## src/rtl/probe_pkg.sv

```systemverilog
package probe_pkg;

  typedef enum logic [3:0] {
    S_IDLE,
    S_NEXT,
    S_RD_BASE,
    S_RD_OFS,
    S_CMP,
    S_WR_PAT,
    S_SETTLE,
    S_RD_CHK,
    S_RESTORE,
    S_EVAL,
    S_FINISH,
    S_DONE
  } probeState_t;

  // strobes from control to datapath
  typedef struct packed {
    logic init;
    logic capSaved;
    logic capOffs;
    logic capCheck;
    logic settleLoad;
    logic advance;
    logic lockBank;
    logic openBank2;
    logic addBank2;
    logic finish;
    logic addrProbe;
    logic wrRestore;
  } dpStrobe_t;

  // conditions from datapath to control
  typedef struct packed {
    logic wordsEqual;
    logic patternSeen;
    logic candInRange;
    logic bank2Eligible;
    logic settleDone;
    logic inBank2;
  } dpStatus_t;

endpackage

```

## src/rtl/probe_ctrl.sv

```systemverilog
module probe_ctrl
  import probe_pkg::*;
(
  input  logic      clk,
  input  logic      rstN,
  input  logic      start,
  input  logic      memAck,
  input  dpStatus_t status,
  output dpStrobe_t strobe,
  output logic      memReq,
  output logic      memWe,
  output logic      bufEnable,
  output logic      done
);

  probeState_t state, stateNext;

  always_ff @(posedge clk or negedge rstN) begin
    if (!rstN) begin
      state     <= S_IDLE;
      bufEnable <= 1'b1;
    end else begin
      state <= stateNext;
      if (state == S_IDLE && start) bufEnable <= 1'b0;
      else if (state == S_FINISH)   bufEnable <= 1'b1;
    end
  end

  always_comb begin
    stateNext = state;
    strobe    = '0;
    memReq    = 1'b0;
    memWe     = 1'b0;
    done      = 1'b0;
    unique case (state)
      S_IDLE: begin
        if (start) begin
          strobe.init = 1'b1;
          stateNext   = S_NEXT;
        end
      end
      S_NEXT: begin
        if (status.candInRange) begin
          stateNext = S_RD_BASE;
        end else begin
          strobe.lockBank = 1'b1;
          stateNext       = S_EVAL;
        end
      end
      S_RD_BASE: begin
        memReq = 1'b1;
        if (memAck) begin
          strobe.capSaved = 1'b1;
          stateNext       = S_RD_OFS;
        end
      end
      S_RD_OFS: begin
        memReq           = 1'b1;
        strobe.addrProbe = 1'b1;
        if (memAck) begin
          strobe.capOffs = 1'b1;
          stateNext      = S_CMP;
        end
      end
      S_CMP: begin
        if (status.wordsEqual) begin
          stateNext = S_WR_PAT;
        end else if (status.inBank2) begin
          stateNext = S_FINISH;
        end else begin
          strobe.advance = 1'b1;
          stateNext      = S_NEXT;
        end
      end
      S_WR_PAT: begin
        memReq = 1'b1;
        memWe  = 1'b1;
        if (memAck) begin
          strobe.settleLoad = 1'b1;
          stateNext         = S_SETTLE;
        end
      end
      S_SETTLE: begin
        if (status.settleDone) stateNext = S_RD_CHK;
      end
      S_RD_CHK: begin
        memReq           = 1'b1;
        strobe.addrProbe = 1'b1;
        if (memAck) begin
          strobe.capCheck = 1'b1;
          stateNext       = S_RESTORE;
        end
      end
      S_RESTORE: begin
        memReq           = 1'b1;
        memWe            = 1'b1;
        strobe.wrRestore = 1'b1;
        if (memAck) begin
          if (status.inBank2) begin
            strobe.addBank2 = status.patternSeen;
            stateNext       = S_FINISH;
          end else if (status.patternSeen) begin
            strobe.lockBank = 1'b1;
            stateNext       = S_EVAL;
          end else begin
            strobe.advance = 1'b1;
            stateNext      = S_NEXT;
          end
        end
      end
      S_EVAL: begin
        if (status.bank2Eligible) begin
          strobe.openBank2 = 1'b1;
          stateNext        = S_RD_BASE;
        end else begin
          stateNext = S_FINISH;
        end
      end
      S_FINISH: begin
        strobe.finish = 1'b1;
        stateNext     = S_DONE;
      end
      S_DONE: begin
        done      = 1'b1;
        stateNext = S_IDLE;
      end
      default: stateNext = S_IDLE;
    endcase
  end

endmodule

```

## src/rtl/probe_dp.sv

```systemverilog
module probe_dp
  import probe_pkg::*;
#(
  parameter int ADDR_W        = 28,
  parameter int DATA_W        = 32,
  parameter int MIN_LOG2      = 21,
  parameter int SETTLE_CYCLES = 500
) (
  input  logic              clk,
  input  logic              rstN,
  input  dpStrobe_t         strobe,
  input  logic [ADDR_W:0]   maxSize,
  input  logic              bank2En,
  input  logic [ADDR_W:0]   boardSize,
  input  logic [DATA_W-1:0] memRdata,
  output logic [ADDR_W-1:0] memAddr,
  output logic [DATA_W-1:0] memWdata,
  output logic [ADDR_W:0]   bankSize,
  output logic [ADDR_W:0]   totalSize,
  output logic              twoBanks,
  output dpStatus_t         status
);

  localparam int SIZE_W = ADDR_W + 1;
  localparam int CNT_W  = $clog2(SETTLE_CYCLES + 1);
  localparam logic [SIZE_W-1:0] MIN_CAND = SIZE_W'(1) << MIN_LOG2;
  localparam logic [DATA_W-1:0] PAT_LO   = {(DATA_W/2){2'b01}};
  localparam logic [DATA_W-1:0] PAT_HI   = {(DATA_W/2){2'b10}};
  localparam logic [SIZE_W-1:0] WORD_B   = SIZE_W'(DATA_W / 8);

  logic [SIZE_W-1:0] cand;
  logic [SIZE_W-1:0] detTotal;
  logic [DATA_W-1:0] savedWord, offsWord, checkWord, pattern;
  logic [CNT_W-1:0]  settleCnt;
  logic              phase2;
  logic [SIZE_W-1:0] probeBase, probeOfs, probeAddr;

  always_ff @(posedge clk or negedge rstN) begin
    if (!rstN) begin
      cand      <= MIN_CAND;
      phase2    <= 1'b0;
      bankSize  <= '0;
      detTotal  <= '0;
      totalSize <= '0;
      twoBanks  <= 1'b0;
      savedWord <= '0;
      offsWord  <= '0;
      checkWord <= '0;
      pattern   <= PAT_LO;
      settleCnt <= '0;
    end else begin
      if (strobe.init) begin
        cand     <= MIN_CAND;
        phase2   <= 1'b0;
        bankSize <= '0;
        detTotal <= '0;
      end
      if (strobe.advance)   cand      <= cand << 1;
      if (strobe.capSaved)  savedWord <= memRdata;
      if (strobe.capOffs) begin
        offsWord <= memRdata;
        pattern  <= (memRdata == PAT_LO) ? PAT_HI : PAT_LO;
      end
      if (strobe.capCheck)  checkWord <= memRdata;
      if (strobe.lockBank) begin
        bankSize <= cand;
        detTotal <= cand;
      end
      if (strobe.openBank2) phase2   <= 1'b1;
      if (strobe.addBank2)  detTotal <= detTotal + bankSize;
      if (strobe.finish) begin
        totalSize <= (boardSize != '0 && boardSize != detTotal) ? boardSize : detTotal;
        twoBanks  <= (detTotal > bankSize);
      end
      if (strobe.settleLoad)     settleCnt <= CNT_W'(SETTLE_CYCLES - 1);
      else if (settleCnt != '0)  settleCnt <= settleCnt - 1'b1;
    end
  end

  // first bank: base 0, offset = candidate; second bank: top word, offset 0
  assign probeBase = phase2 ? (maxSize + bankSize - WORD_B) : '0;
  assign probeOfs  = phase2 ? '0 : cand;
  assign probeAddr = probeBase + (strobe.addrProbe ? probeOfs : '0);
  assign memAddr   = probeAddr[ADDR_W-1:0];
  assign memWdata  = strobe.wrRestore ? savedWord : pattern;

  assign status.wordsEqual    = (savedWord == offsWord);
  assign status.patternSeen   = (checkWord == pattern);
  assign status.candInRange   = (cand <= (maxSize >> 1));
  assign status.bank2Eligible = bank2En && (bankSize == maxSize);
  assign status.settleDone    = (settleCnt == '0);
  assign status.inBank2       = phase2;

endmodule

```

## src/rtl/mirror_size_probe.sv

```systemverilog
module mirror_size_probe
  import probe_pkg::*;
#(
  parameter int ADDR_W        = 28,
  parameter int DATA_W        = 32,
  parameter int MIN_LOG2      = 21,
  parameter int SETTLE_CYCLES = 500
) (
  input  logic              clk,
  input  logic              rstN,
  input  logic              start,
  input  logic [ADDR_W:0]   maxSize,
  input  logic              bank2En,
  input  logic [ADDR_W:0]   boardSize,
  output logic              memReq,
  output logic              memWe,
  output logic [ADDR_W-1:0] memAddr,
  output logic [DATA_W-1:0] memWdata,
  input  logic [DATA_W-1:0] memRdata,
  input  logic              memAck,
  output logic              bufEnable,
  output logic [ADDR_W:0]   bankSize,
  output logic [ADDR_W:0]   totalSize,
  output logic              twoBanks,
  output logic              done
);

  dpStrobe_t strobe;
  dpStatus_t status;

  probe_ctrl u_ctrl (
    .clk       (clk),
    .rstN      (rstN),
    .start     (start),
    .memAck    (memAck),
    .status    (status),
    .strobe    (strobe),
    .memReq    (memReq),
    .memWe     (memWe),
    .bufEnable (bufEnable),
    .done      (done)
  );

  probe_dp #(
    .ADDR_W        (ADDR_W),
    .DATA_W        (DATA_W),
    .MIN_LOG2      (MIN_LOG2),
    .SETTLE_CYCLES (SETTLE_CYCLES)
  ) u_dp (
    .clk       (clk),
    .rstN      (rstN),
    .strobe    (strobe),
    .maxSize   (maxSize),
    .bank2En   (bank2En),
    .boardSize (boardSize),
    .memRdata  (memRdata),
    .memAddr   (memAddr),
    .memWdata  (memWdata),
    .bankSize  (bankSize),
    .totalSize (totalSize),
    .twoBanks  (twoBanks),
    .status    (status)
  );

endmodule

```

## config.mk

```make
export PLATFORM = sky130hd
export DESIGN_NAME = mirror_size_probe
export DESIGN_NICKNAME = d
export VERILOG_FILES = /design/src/rtl/probe_pkg.sv /design/src/rtl/probe_ctrl.sv /design/src/rtl/probe_dp.sv /design/src/rtl/mirror_size_probe.sv
export SDC_FILE = /design/constraint.sdc
export NUM_CORES = 1
export LEC_CHECK = 0
export BUFFER_PORTS_ARGS = -buffer_cell sky130_fd_sc_hd__buf_4
export CORE_MARGIN = 2
export CORE_UTILIZATION = 37
export CTS_CLUSTER_DIAMETER = 30
export DETAILED_ROUTE_END_ITERATION = 10
export PLACE_DENSITY_LB_ADDON = 0.2
export SYNTH_ARGS = -nofsm -noshare
export SYNTH_HDL_FRONTEND = slang
export SYNTH_SLANG_ARGS = --single-unit
```

## constraint.sdc

```tcl
create_clock -name clk -period 3.6 [get_ports clk]
set_input_delay 0.36 -clock clk [delete_from_list [all_inputs] [get_ports clk]]
set_output_delay 0.36 -clock clk [all_outputs]
set_load 0.01 [all_outputs]
```

Word level (Yosys, flattened, before mapping)
Index checks and enable logic that the tools add are counted.

storage, ports and cells
  flip-flop bits (word level) = 260
  bits in latches = 0
  memory bits (writable) = 0
  ROM bits = 0
  bits of input ports = 95
  output and inout port bits = 123
  word-level logic and storage cells = 118
  memories kept = 0

operators by class
  add/sub/neg operators = 5
  $mul = 0
  divide/modulo/power cells = 0
  magnitude comparators = 2
  equal/unequal tests = 23
  shift operators = 0
  muxes and demuxes = 58
  bitwise gates (word level) = 0
  reduce and logical (&&, ||, !) cells = 17

operator list
  operator                                             count
  2-to-1 mux 29 bit                                    6
  2-to-1 mux 28 bit                                    3
  == test 32 bit                                       2
  2-to-1 mux 32 bit                                    2
  adder 28 bit                                         2
  2-to-1 mux 4 bit                                     13
  case mux 4 bit (11 select lines)                     1
  == test 32 x 31 -> 1 bit (second input constant)     1
  adder 29 bit                                         1
  == test 29 bit                                       1
  greater-than comparator 29 bit                       1
  <= comparator 29 x 28 -> 1 bit                       1
  inequality test 29 bit                               1
  nonzero test 29 bit                                  1
  subtractor 28 x 3 -> 28 bit (second input constant)  1
  2-to-1 mux 1 bit                                     27
  2-to-1 mux 9 bit                                     2
  == test 4 x 3 -> 1 bit (second input constant)       4
  == test 4 bit (second input constant)                4
  inequality test 2 bit (second input constant)        7
  nonzero test 2 bit                                   5
  zero test 9 bit                                      1
  nonzero test 9 bit                                   1
  subtractor 9 x 1 -> 9 bit (second input constant)    1
  other kinds (10)                                     16

Depth between registers and ports, before layout
  depth after elaboration = 7
  mapped depth = 18
  mapped depth without buffers = 18

Modules after synthesis
Synthesis repeated with hierarchy kept, for this count alone.

second synthesis, totals
  cells, all modules = 1,135
  area, all modules = 10,914.2 um^2

by module, submodules not included
  module      times used  cells an instance  area each (um^2)  sequential area each (um^2)
  probe_dp    1           1,038              10,271.1          4,056.4
  probe_ctrl  1           97                 643.1             126.4

Worst setup path before layout
No wires, ideal clock.

  kind = input -> output
  start = input maxSize[3]
  end = output memAddr[27]
  arrival time = 3.395 ns
  data required time = 3.240 ns
  path slack = -0.155 ns
  stages on the path = 18
  buffers on the path = 0
  cell sequence = inv_1 ha_1 fa_1 nand2b_1 a221oi_2 o211ai_1 a21bo_2 a31oi_1 o211ai_1 a21o_1 a21oi_1 ha_1 fa_1 a21o_1 a21oi_1 o21bai_1 a21oi_1 xnor2_1

between the ends
  longest elaborated chain between the ends = 4

ends and longest elaborated chain
  element                      RTL line                 RTL
  start: declaration           mirror_size_probe.sv:12  input logic [ADDR_W:0] maxSize,
  adder 28 bit                 probe_dp.sv:81           assign probeBase = phase2 ? (maxSize + bankSize - WORD_B) : '0;
  subtractor 28 x 3 -> 28 bit  probe_dp.sv:81
  2-to-1 mux 28 bit            probe_dp.sv:81
  adder 28 bit                 probe_dp.sv:83           assign probeAddr = probeBase + (strobe.addrProbe ? probeOfs : '0);
  end: declaration             mirror_size_probe.sv:17  output logic [ADDR_W-1:0] memAddr,

Every way passes these cells.

Worst setup path in the final report
Ends and elaborated chain as after synthesis.

==> results by group <==
Run status
  – Status: finished, violations left
  – Failing checks: negative setup slack

STA
  – Final worst setup slack: -0.3699 ns
  – Fin crit share: 110.3%
  – Final Max Slew Viols: 0
  – Post-route minimum period: 3.970 ns
  – RSZ-0062 raised after global routing: true
  – Clock Skews: 0.01290 ns
  – Final hold vios: 0
  – Relative slew margins: 37.30%
  – Actual slew at the worst max-slew pin: 0.9405 ns
  – Final setup fails: 5
  – Achievable frequency: 251.9 MHz

Logic synthesis
  – Post-Synth Adder-Cell Area: 9.621%
  – Commonest cells in the netlist: dfrtp_1, mux2_2, nand2_1
  – Largest family of logic cells by synthesized area: simple AND/OR/NAND/NOR gates
  – Post-synthesis xor/xnor area fraction: 5.531%
  – Yosys cell types: 76
  – Yosys top cell by area: dfrtp_1
  – Dominant synthesized flop cell: dfrtp_1
  – Post-synthesis sequential area ratio: 38.84%
  – Seq cells post-synth: 167
  – Mux share of post-synthesis cell area: 13.92%
  – Area contributors post-synth: dfrtp_1, mux2_2, ha_1
  – Yosys top cell area share: 38.11%
  – Post-synth EDFFs: 0
  – Asr flop ratio synth: 100.0%
  – Synthesized area per cell: 9.780 um2
  – Post-synthesis cell count: 1101
  – Area fraction in compound gates after synthesis: 9.761%
  – Post-Synth Simple-Gate Area: 16.29%
  – Yosys warnings: 0
  – Cell area after synthesis: 0.01077 mm2
  – Most frequent cell after synthesis: dfrtp_1

Global route
  – Tot GR Track Use: 19.15%
  – Initial antenna violation count: 0
  – Vias in the first global route: 8672
  – Total grt overflow: 0
  – Largest net degree at the start of global routing: 95
  – First-pass GRT wire length: 46.71 mm

Finish
  – Fillers: 2749
  – Final core occ: 48.44%
  – Final #Nets: 1543
  – Final instance area: 0.01390 mm2
  – Layout area overhead: 29.11%
  – Total inserted antenna cells: 0
  – Layout cells sized above 1: 35.14%
  – Final instance count without filler cells: 1764

Placed design
  – Port Buf Inserts: 196
  – DP Wirelength: 22.24 mm
  – Cells after DPL: 1723
  – RD Place Congestion: 0.8306
  – Placed inst area: 0.01312 mm2
  – Pre-CTS setup slack: -0.3476 ns

Critical path
  – CP Capture Type: primary output
  – Setup Crit Path Kind: in -> out
  – Reg-to-Reg End: u_dp.detTotal[25]$_DFFE_PN0N_
  – CP Data Required Time: 3.24 ns
  – CP dominant cell by count: a21oi_2
  – Reg-to-reg startpoint: u_dp.cand[26]$_DFFE_PN0P_
  – Crit start category: primary input
  – Critical path's slowest cell: fa_2
  – Critical Path Max Stage Delay: 0.42 ns
  – Critical-path cell list: buf_8, inv_4, ha_4, fa_2, nand2b_4, a221oi_2, o211ai_1, a21bo_2, a31oi_4, o211ai_1, a21o_1, a21oi_2, ha_2, fa_2, a21o_1, a21oi_2, o21bai_1, a21oi_2, xnor2_1, buf_4
  – Crit path buf inv count: 3
  – Worst path top cell family by delay: compound AO/OA/AOI/OAI gates
  – Critical path arrival: 3.61 ns
  – Reg2reg setup slack: 0.69 ns
  – CP Max Fanout: 3
  – Reg2Reg Depth: 10

Clock tree
  – TritonCTS Sinks: 167
  – H-tree depth: 4
  – Clock Latency Late Sink: 0.43 ns
  – CTS Buffer Depth: 2
  – CTS tree: yes
  – CTS Buf Count: 17
  – Clk slew on worst S/H paths: 0.07 ns
  – Root Buffer: clkbuf_16
  – CTS Hold Buffers Added: 0

Power and ir drop
  – Power Dens Cells: 596.3 mW/mm2
  – Clk pwr share: 21.8%
  – Int Power: 0.005302 W
  – Flop pwr share: 39.1%
  – Net load switching power: 0.002988 W
  – Sw Share: 36.04%
  – Combinational power share: 39.0%
  – Peak VDD IR: 0.0003079 V
  – Static Leak: 6.579 nW
  – Overall Power: 0.008290 W

Floorplan
  – Die ar.: 0.03048 mm2
  – Core area: 0.02870 mm2
  – Num rows: 62
  – Die Span Y: 174.6 um
  – Die width: 174.6 um
  – IO Count: 218
  – Starting density of the core: 37.52%

Routing
  – Initial DRC count: 493
  – Antenna Nets Post-Route: 0
  – DRT Pass-1 Iters: 5
  – Vias after detailed routing: 8957
  – WL/cell: 16.64 um
  – Overall routed net length: 29.36 mm
  – DR DRC count: 0
  – Via density: 5.078

Flow run
  – Max-cap violations: 0

Worst hold path
  – Worst Hold Class: in -> async
==> worst max-delay path by stage <==
stage,from,to,slack (ns),cells after the start
2_1_floorplan,maxSize[3],memAddr[27],0.02,18
3_3_place_gp,maxSize[2],memAddr[27],-0.31,19
3_5_place_dp,maxSize[2],memAddr[27],-0.35,19
4_1_cts,u_dp.bankSize[21]$_DFFE_PN0P_,memAddr[27],-0.37,18
5_1_grt,maxSize[3],memAddr[27],-0.54,20
6_report,maxSize[3],memAddr[27],-0.37,20
==> through the flow <==
step,TNS [ns],hold WS (ns)
final,-1.106,0.005106
after global routing,-1.872,0.09154
after global placement,-0.7655,0.4831
after CTS,-1.262,0.06755
after floorplan,0,0.06441
after detailed placement,-0.9562,0.4852
==> worst reg2reg max path, stage by stage (launching register included) <==
cell and delay, ns:
dfrtp_1 0.44, ha_1 0.33, nand4b_1 0.14, nor4_1 0.40
nand3_1 0.13, o211ai_1 0.17, nand4_1 0.19, o31a_1 0.27
buf_4 0.22, and2_1 0.17, a311o_1 0.32
==> final cells by class <==
cell class / instances / area, um2 / share of cell area, %
Timing Repair Buffer: 285 / 2155 / 15.50
Inverter: 88 / 335.3 / 2.412
Tap cell: 384 / 480.5 / 3.456
Clock buffer: 18 / 429.2 / 3.087
Multi-Input combinational cell: 808 / 6160 / 44.31
Clock inverter: 14 / 160.2 / 1.152
Sequential cell: 167 / 4183 / 30.09
==> power groups by stage <==
stage	Clock (W)	Sequential (W)	Combinational (W)
after CTS	0.00186	0.00324	0.00325
after floorplan	0	0.00319	0.00209
after global routing	0.00194	0.00335	0.00355
after detailed placement	0	0.00327	0.00320
after global placement	0	0.00324	0.00316
final	0.00181	0.00324	0.00324
==> placed cells by master (no fill, tap or decap), types with 5 or more instances in the layout <==
cell and instances:
o211ai_1 10, conb_1 21, mux2i_1 16, nand2b_1 10, nor2_1 70, nor3_1 20, nor4_1 20, o22ai_1 8
dfrtp_1 164, a21oi_1 45, nor4bb_1 6, o21a_1 5, o21ai_0 17, inv_2 6, clkbuf_16 17, xnor2_1 60
inv_1 79, a21o_1 13, and2_1 15, nand2_1 109, xor2_1 7, o21ai_1 8, ha_1 74, nor2b_1 11
o21bai_1 10, nand4_1 28, nand3_1 22, buf_4 282, or3_1 5, mux2_2 118
==> routing by layer <==
layer	wire [um]	up-vias	global-route usage (%)	part of all wire (%)
met3	1033	20	2.807	3.5
met2	14410	183	32.11	49
met1	13570	4422	26.42	46
met4	345	0	3.924	1.2
met5	0	-	0	0
li1	-	4332	-	-
==> timing repair <==
| action | in CTS | in global routing |
|---|---|---|
| setup buffers | 5 | 4 |
| pin swaps | 8 | 21 |
| resized for setup | 8 | 19 |
| setup endpoints to repair | 5 | 6 |
| hold endpoints to repair | 0 | 0 |
==> cell families (layout without fill, tap and decap cells) <==
| kind of cell | count (synthesis) | after routing |
|---|---|---|
| compound gates | 157 | 157 |
| xor+xnor | 68 | 68 |
| fa+ha+maj | 81 | 81 |
| buf+inv | 146 | 405 |
| flops | 167 | 167 |
| mux | 135 | 135 |
| other cells | 1 | 21 |
| simple gates | 346 | 346 |
==> state kept, by name (all words and copies together), names as in the netlist <==
register,flops
u_dp.cand,8
u_dp.twoBanks,1
u_dp.offsWord,32
u_dp.bankSize,8
u_ctrl.bufEnable,1
u_dp.settleCnt,9
u_dp.pattern,2
u_dp.checkWord,32
u_ctrl.state,4
u_dp.detTotal,8
u_dp.phase2,1
u_dp.totalSize,29
u_dp.savedWord,32
(Power assumes the default switching activity.)
